===== src/rtl/ipark_svpwm_pkg.sv =====
package ipark_svpwm_pkg;
  typedef enum logic [1:0] {
    GRP_P = 2'd0,
    GRP_N = 2'd1,
    GRP_M = 2'd2
  } grp_t;

  localparam int unsigned SCALE_K = 37837;
endpackage


===== src/rtl/ipark_rotate.sv =====
module ipark_rotate #(
  parameter int TRIG_W = 16,
  parameter int CMD_W  = 32,
  localparam int ACC_W = 2 * TRIG_W
) (
  input  logic                     clk,
  input  logic                     rst,
  input  logic                     in_vld,
  input  logic [CMD_W-1:0]         cmd,
  input  logic signed [TRIG_W-1:0] s_in,
  input  logic signed [TRIG_W-1:0] c_in,
  output logic                     out_vld,
  output logic signed [ACC_W-1:0]  alpha,
  output logic signed [ACC_W-1:0]  beta
);
  logic signed [TRIG_W-1:0] d_op;
  logic signed [TRIG_W-1:0] q_op;
  logic signed [ACC_W-1:0]  dc, qs, ds, qc;

  always_comb begin
    d_op = $signed(cmd[CMD_W-1 -: TRIG_W]);
    q_op = $signed(cmd[TRIG_W-1:0]);
    dc   = ACC_W'(d_op * c_in);
    qs   = ACC_W'(q_op * s_in);
    ds   = ACC_W'(d_op * s_in);
    qc   = ACC_W'(q_op * c_in);
  end

  always_ff @(posedge clk) begin
    if (rst) begin
      out_vld <= 1'b0;
      alpha   <= '0;
      beta    <= '0;
    end else begin
      out_vld <= in_vld;
      if (in_vld) begin
        alpha <= dc - qs;
        beta  <= ds + qc;
      end
    end
  end
endmodule


===== src/rtl/ipark_sector.sv =====
module ipark_sector
  import ipark_svpwm_pkg::*;
#(
  parameter int ACC_W = 32,
  localparam int HALF_W = ACC_W / 2
) (
  input  logic                    clk,
  input  logic                    rst,
  input  logic                    in_vld,
  input  logic signed [ACC_W-1:0] alpha,
  input  logic signed [ACC_W-1:0] beta,
  output logic                    out_vld,
  output logic signed [ACC_W-1:0] alpha_q,
  output logic signed [ACC_W-1:0] sb_q,
  output grp_t                    grp_q
);
  logic signed [HALF_W-1:0] beta_hi;
  logic signed [ACC_W-1:0]  sb_c;
  logic signed [ACC_W:0]    mag_a, mag_b, diff;
  grp_t                     grp_c;

  always_comb begin
    beta_hi = beta[ACC_W-1 -: HALF_W];
    sb_c    = ACC_W'($signed(ACC_W'(SCALE_K)) * ACC_W'(beta_hi));
    mag_a   = alpha[ACC_W-1] ? (ACC_W+1)'(~alpha) : (ACC_W+1)'(alpha);
    mag_b   = beta[ACC_W-1] ? -(ACC_W+1)'(sb_c) : (ACC_W+1)'(sb_c);
    diff    = mag_a - mag_b;
    if (alpha[ACC_W-1] && !diff[ACC_W])
      grp_c = GRP_N;
    else if (beta[ACC_W-1])
      grp_c = GRP_M;
    else
      grp_c = GRP_P;
  end

  always_ff @(posedge clk) begin
    if (rst) begin
      out_vld <= 1'b0;
      alpha_q <= '0;
      sb_q    <= '0;
      grp_q   <= GRP_P;
    end else begin
      out_vld <= in_vld;
      if (in_vld) begin
        alpha_q <= alpha;
        sb_q    <= sb_c;
        grp_q   <= grp_c;
      end
    end
  end
endmodule


===== src/rtl/ipark_phase.sv =====
module ipark_phase
  import ipark_svpwm_pkg::*;
#(
  parameter int ACC_W  = 32,
  parameter int DUTY_W = 14,
  localparam int FRAC  = ACC_W / 2
) (
  input  logic                    clk,
  input  logic                    rst,
  input  logic                    in_vld,
  input  logic signed [ACC_W-1:0] alpha,
  input  logic signed [ACC_W-1:0] sb,
  input  grp_t                    grp,
  output logic                    out_vld,
  output logic [DUTY_W-1:0]       duty1,
  output logic [DUTY_W-1:0]       duty2,
  output logic [DUTY_W-1:0]       duty3
);
  logic signed [ACC_W-1:0] a_plus, a_minus, sb_m_a, nsb_m_a, nsb;
  logic [DUTY_W-1:0]       d1_c, d2_c, d3_c;

  always_comb begin
    a_plus  = alpha + sb;
    a_minus = alpha - sb;
    sb_m_a  = sb - alpha;
    nsb_m_a = -sb - alpha;
    nsb     = -sb;
    d1_c = '0;
    d2_c = '0;
    d3_c = '0;
    unique case (grp)
      GRP_N: begin
        d2_c = sb_m_a[FRAC +: DUTY_W];
        d3_c = nsb_m_a[FRAC +: DUTY_W];
      end
      GRP_M: begin
        d1_c = a_minus[FRAC +: DUTY_W];
        d3_c = nsb[FRAC-1 +: DUTY_W];
      end
      default: begin
        d1_c = a_plus[FRAC +: DUTY_W];
        d2_c = sb[FRAC-1 +: DUTY_W];
      end
    endcase
  end

  always_ff @(posedge clk) begin
    if (rst) begin
      out_vld <= 1'b0;
      duty1   <= '0;
      duty2   <= '0;
      duty3   <= '0;
    end else begin
      out_vld <= in_vld;
      if (in_vld) begin
        duty1 <= d1_c;
        duty2 <= d2_c;
        duty3 <= d3_c;
      end
    end
  end
endmodule


===== src/rtl/ipark_svpwm.sv =====
module ipark_svpwm
  import ipark_svpwm_pkg::*;
#(
  parameter int TRIG_W = 16,
  parameter int DUTY_W = 14,
  parameter int WORD_W = 16,
  localparam int CMD_W = 2 * TRIG_W,
  localparam int ACC_W = 2 * TRIG_W
) (
  input  logic              clk,
  input  logic              rst,
  input  logic              start,
  input  logic [CMD_W-1:0]  cmd_dq,
  input  logic [TRIG_W-1:0] rot_sin,
  input  logic [TRIG_W-1:0] rot_cos,
  output logic [WORD_W-1:0] ch0_word,
  output logic [WORD_W-1:0] ch1_word,
  output logic [WORD_W-1:0] ch2_word,
  output logic              res_valid
);
  localparam int PAD_W = WORD_W - DUTY_W - 1;

  logic                    v1, v2, v3;
  logic signed [ACC_W-1:0] alpha1, beta1, alpha2, sb2;
  grp_t                    grp2;
  logic [DUTY_W-1:0]       p1, p2, p3;

  ipark_rotate #(.TRIG_W(TRIG_W), .CMD_W(CMD_W)) u_rot (
    .clk(clk), .rst(rst), .in_vld(start), .cmd(cmd_dq),
    .s_in($signed(rot_sin)), .c_in($signed(rot_cos)),
    .out_vld(v1), .alpha(alpha1), .beta(beta1)
  );

  ipark_sector #(.ACC_W(ACC_W)) u_sec (
    .clk(clk), .rst(rst), .in_vld(v1), .alpha(alpha1), .beta(beta1),
    .out_vld(v2), .alpha_q(alpha2), .sb_q(sb2), .grp_q(grp2)
  );

  ipark_phase #(.ACC_W(ACC_W), .DUTY_W(DUTY_W)) u_phs (
    .clk(clk), .rst(rst), .in_vld(v2), .alpha(alpha2), .sb(sb2), .grp(grp2),
    .out_vld(v3), .duty1(p1), .duty2(p2), .duty3(p3)
  );

  always_ff @(posedge clk) begin
    if (rst) begin
      res_valid <= 1'b0;
      ch0_word  <= '0;
      ch1_word  <= '0;
      ch2_word  <= '0;
    end else begin
      res_valid <= v3;
      if (v3) begin
        ch0_word <= {{PAD_W{1'b0}}, 1'b1, p2};
        ch1_word <= {{PAD_W{1'b0}}, 1'b1, p3};
        ch2_word <= {{PAD_W{1'b0}}, 1'b1, p1};
      end
    end
  end
endmodule


===== config.mk =====
export PLATFORM = sky130hd
export DESIGN_NAME = ipark_svpwm
export DESIGN_NICKNAME = d
export VERILOG_FILES = /design/src/rtl/ipark_svpwm_pkg.sv /design/src/rtl/ipark_rotate.sv /design/src/rtl/ipark_sector.sv /design/src/rtl/ipark_phase.sv /design/src/rtl/ipark_svpwm.sv
export SDC_FILE = /design/constraint.sdc
export NUM_CORES = 2
export LEC_CHECK = 0
export ABC_AREA = 1
export BUFFER_PORTS_ARGS = -buffer_cell sky130_fd_sc_hd__buf_2
export CELL_PAD_IN_SITES_DETAIL_PLACEMENT = 0
export CELL_PAD_IN_SITES_GLOBAL_PLACEMENT = 2
export CORE_MARGIN = 2
export CORE_UTILIZATION = 44
export DETAILED_ROUTE_END_ITERATION = 16
export PLACE_DENSITY_LB_ADDON = 0.1
export SETUP_SLACK_MARGIN = 0.02
export SLEW_MARGIN = 20
export SYNTH_ARGS = -nofsm -noshare
export SYNTH_HDL_FRONTEND = slang
export SYNTH_SLANG_ARGS = --single-unit

===== constraint.sdc =====
create_clock -name clk -period 16.5 [get_ports clk]
set_input_delay 3.3 -clock clk [delete_from_list [all_inputs] [get_ports clk]]
set_output_delay 3.3 -clock clk [all_outputs]
set_load 0.005 [all_outputs]

==> reports/summary.md <==
In the layout the commonest cells are 2,036 x sky130_fd_sc_hd__inv_1, 1,628 x sky130_fd_sc_hd__nand2_1, 1,224 x sky130_fd_sc_hd__fa_1. Clock-pin slew was measured on the worst setup and hold paths at 90 ps. The run gives 133,100 um2 as the placeable core region.

Library cell occupying the most area in the post-synthesis netlist: sky130_fd_sc_hd__fa_1. After detailed routing, the total wire length is 192,100 um. Sequential elements use 6.769% of the synthesized area.

Counting flops and latches in the post-synthesis netlist gives 199. Counting along the longest clock path gives a buffer depth of 2. Highest net fanout along the worst path: 32.

The data arrival time of the worst path was 11,110 ps. At the end of the flow, the number of nets in the layout was 9,209. At the later pin of the worst-skew pair, clock insertion delay measures 510 ps.

For this design, the CTS-stage hold fixing added 0 buffers. For the number of standard cells after synthesis, the log shows 7,430. The setup TNS is 0 ps, and the post-detailed-route count of antenna-violating nets is 0. The run gives 61,040 um2 as the cell area after placement.

The leading cell type in the layout, fill and taps excluded was sky130_fd_sc_hd__inv_1. For the placement-stage worst setup slack, the log shows 5301 ps. The worst register-to-register path begins at u_rot.beta[21]$_SDFFE_PP0P_. The tools report the clock root buffer as sky130_fd_sc_hd__clkbuf_16.

The count of clock tree sinks was 199. X dimension of the die: 369.7 um. Data on the critical path is required at its endpoint by 16,910 ps.

The tool flagged a number of max-cap violations equal to 0. The highest cell delay on the worst timing path works out to 620 ps. The initial utilization of the core area, before any placement, comes to 44.21%. STA classifies the critical path endpoint as a register.

Once layout is done, the placed cells without fillers occupy 61,650 um2. Entering global routing, the biggest net connects 76 pins. The number of enable flip-flop cells after synthesis was 0; the height of the die was 369.7 um.

In this run the register-to-register setup slack is 8530 ps. Tracing the worst setup path back leads to its startpoint at rot_cos[1]. Derived from the worst setup path, the maximum achievable clock frequency is 93.42 MHz.

The final critical-path share of the clock period was 64.88%; the total routing resource utilization after global routing was 29.14%. The logs give 153,300 um for the detailed-placement wirelength estimate and 63 for the distinct cell type count of the synthesized netlist. TritonCTS built the clock tree. During synthesis, Yosys emitted a total of 0 warnings. The tightest min-delay check is of the register to register type. Count of final hold-check violations: 0. The total DRC errors in the routed layout came out at 0. After the first detailed-routing iteration, the DRC count stood at 2,886. In this run the tightest slew margin relative to its limit is 18.25%. The first-pass GRT wire length is 300,000 um. The tools report the number of post-CTS setup repair buffers as 0. The critical path is of the input pin to register type. The share of cells above drive strength 1 is 4.209%, and the detailed-routing iteration count for the pre-antenna-repair pass is 7. By area the synthesized netlist is led by sky130_fd_sc_hd__fa_1 42%, sky130_fd_sc_hd__inv_1 13%, sky130_fd_sc_hd__ha_1 12%. The number of buffers added by the clock tree synthesis step was 17.

The startpoint kind of the worst setup timing path is an input pin. The final critical-path setup slack is 5796 ps. The run finished with clean final reports.

Setup violations remaining at the end of the flow were counted as 0. The via count of the first global-routing pass was 49,660; the overflow left after global routing was 0. Between clock sinks in the finished design, the worst skew comes to 29.80 ps. Cell type of the slowest stage on the worst timing path: sky130_fd_sc_hd__buf_2. After synthesis, the largest area contributor takes up 41.64% of total cell area. The minimum period implied by the final worst setup slack is 10,700 ps.

Dividing the detail-routed wire length by the instance count gives 21.03 um. For this block, the via count after detailed routing is 46,250. Final weighted congestion in routability-driven placement: 0.9213. The destination of the worst register-to-register timing path was u_sec.grp_q[1]$_SDFFE_PP0P_.

The overall die area was 136,700 um2. Setup repair after global routing left no endpoint under its margin. 116 I/O pins were placed. After detailed routing, the number of vias per cell comes to 5.063. The worst-margin pin slew was 1226 ps. The logs give 5 for the number of antenna violations at the first check in global routing and 58,850 um2 for the cell area after synthesis. The cell row count is 134. The mean instance size in the synthesized netlist is 7.921 um2, and the count of buffers inserted at the top-level ports is 112. The area growth from synthesis to layout was 4.754%.

In the synthesized netlist the async set-or-reset flop fraction comes to 0%. Among all flip-flop cells after synthesis, the most frequent one is sky130_fd_sc_hd__dfxtp_1. For the worst flop-to-flop path, the logic depth is 43. In this run the worst setup path terminates at u_rot.beta[24]$_SDFFE_PP0P_. The cell occurring most often along the worst timing path was sky130_fd_sc_hd__fa_1. Number of cells upsized or downsized after cts: 0. The clock tree synthesis step divided the H-tree into 4 levels. The tools report the number of pins with negative max-slew slack in the final report as 0. The end-of-flow core utilization was 46.31%.
-- cells in the mapped netlist (10+ instances only) --
cell type,number
sky130_fd_sc_hd__inv_2,13
sky130_fd_sc_hd__o21ai_1,12
sky130_fd_sc_hd__dfxtp_1,199
sky130_fd_sc_hd__o21ai_0,245
sky130_fd_sc_hd__nand4_1,51
sky130_fd_sc_hd__o22ai_1,51
sky130_fd_sc_hd__ha_1,565
sky130_fd_sc_hd__xor2_1,112
sky130_fd_sc_hd__fa_1,1224
sky130_fd_sc_hd__a21o_1,23
sky130_fd_sc_hd__nor2_2,10
sky130_fd_sc_hd__nand2_2,14
sky130_fd_sc_hd__nor4_1,15
sky130_fd_sc_hd__buf_1,10
sky130_fd_sc_hd__nand2_1,1629
sky130_fd_sc_hd__clkbuf_1,247
sky130_fd_sc_hd__a21oi_1,284
sky130_fd_sc_hd__o211ai_1,11
sky130_fd_sc_hd__nor3_1,30
sky130_fd_sc_hd__a31oi_1,12
sky130_fd_sc_hd__xnor2_1,52
sky130_fd_sc_hd__nand3_1,120
sky130_fd_sc_hd__a21boi_0,19
sky130_fd_sc_hd__nor2_1,302
sky130_fd_sc_hd__inv_1,2038
sky130_fd_sc_hd__or2_2,35
sky130_fd_sc_hd__o21bai_1,11
-- state kept, by name, summed over array words and instances, names as in the netlist --
register       flops
ch0_word          14
ch1_word          14
ch2_word          15
res_valid          1
u_phs.duty1       14
u_phs.duty2       14
u_phs.duty3       14
u_phs.out_vld      1
u_rot.alpha       32
u_rot.beta        16
u_rot.out_vld      1
u_sec.alpha_q     30
u_sec.grp_q        2
u_sec.out_vld      1
u_sec.sb_q        30
-- critical path, delay by kind of cell --
| kind | cells | cell delay, ps |
|---|---|---|
| adders and majority gates | 9 | 4320 |
| AOI/OAI and AO/OA | 5 | 1240 |
| buffers and inverters | 7 | 950 |
| and+or+nand+nor | 9 | 1250 |
-- logic make-up (layout without fill, tap and decap cells) --
group,count (synthesis),in the layout,share of synthesized area (%)
flip-flops,199,199,6.769
buffers and inverters,2322,2256,14.85
other,1,5,0.006372
AND/OR/NAND/NOR,2243,2243,15.55
XOR/XNOR,165,165,2.468
adder cells (fa/ha/maj),1789,1789,53.65
AO/OA/AOI/OAI,711,711,6.705
-- worst min path at each step --
stage / start / end / slack, ps / depth (start not counted)
after floorplan: u_phs.duty1[0]$_SDFFE_PP0P_ / u_phs.duty1[0]$_SDFFE_PP0P_ / 450 / 2
after global placement: u_phs.duty3[1]$_SDFFE_PP0P_ / u_phs.duty3[1]$_SDFFE_PP0P_ / 460 / 2
after detailed placement: u_phs.duty3[11]$_SDFFE_PP0P_ / u_phs.duty3[11]$_SDFFE_PP0P_ / 460 / 2
after CTS: u_phs.duty3[11]$_SDFFE_PP0P_ / u_phs.duty3[11]$_SDFFE_PP0P_ / 470 / 2
after global routing: u_phs.duty3[13]$_SDFFE_PP0P_ / u_phs.duty3[13]$_SDFFE_PP0P_ / 490 / 2
final: u_phs.duty3[8]$_SDFFE_PP0P_ / u_phs.duty3[8]$_SDFFE_PP0P_ / 470 / 2
-- final cells by class --
cell class,count,area [um2]
Fill cell,13570,71470
Sequential cell,199,3985
Clock buffer,18,439.2
Inverter,2054,7711
Timing Repair Buffer,170,996.0
Tap cell,1768,2212
Clock inverter,14,165.2
Antenna cell,2,5.005
Multi-Input combinational cell,4911,46140
-- metrics by stage --
step,hold WS (ps),cells
detailed placement,459.7,9102
floorplan,445.7,7432
finish,470.3,9136
global placement,456.9,9102
global route,492.5,9134
CTS,472.4,9134
-- routing by layer --
| metal | global-route usage, % | vias up | wire [um] |
|---|---|---|---|
| met2 | 50.21 | 1182 | 93150 |
| met1 | 39.13 | 23220 | 84490 |
| li1 | - | 21650 | - |
| met5 | 0 | - | 10 |
| met4 | 7.645 | 2 | 5603 |
| met3 | 2.936 | 202 | 8837 |
Power is left out: the tool's default activity adds up to more than one toggle a clock period on the data nets, which glitch-free logic cannot reach.
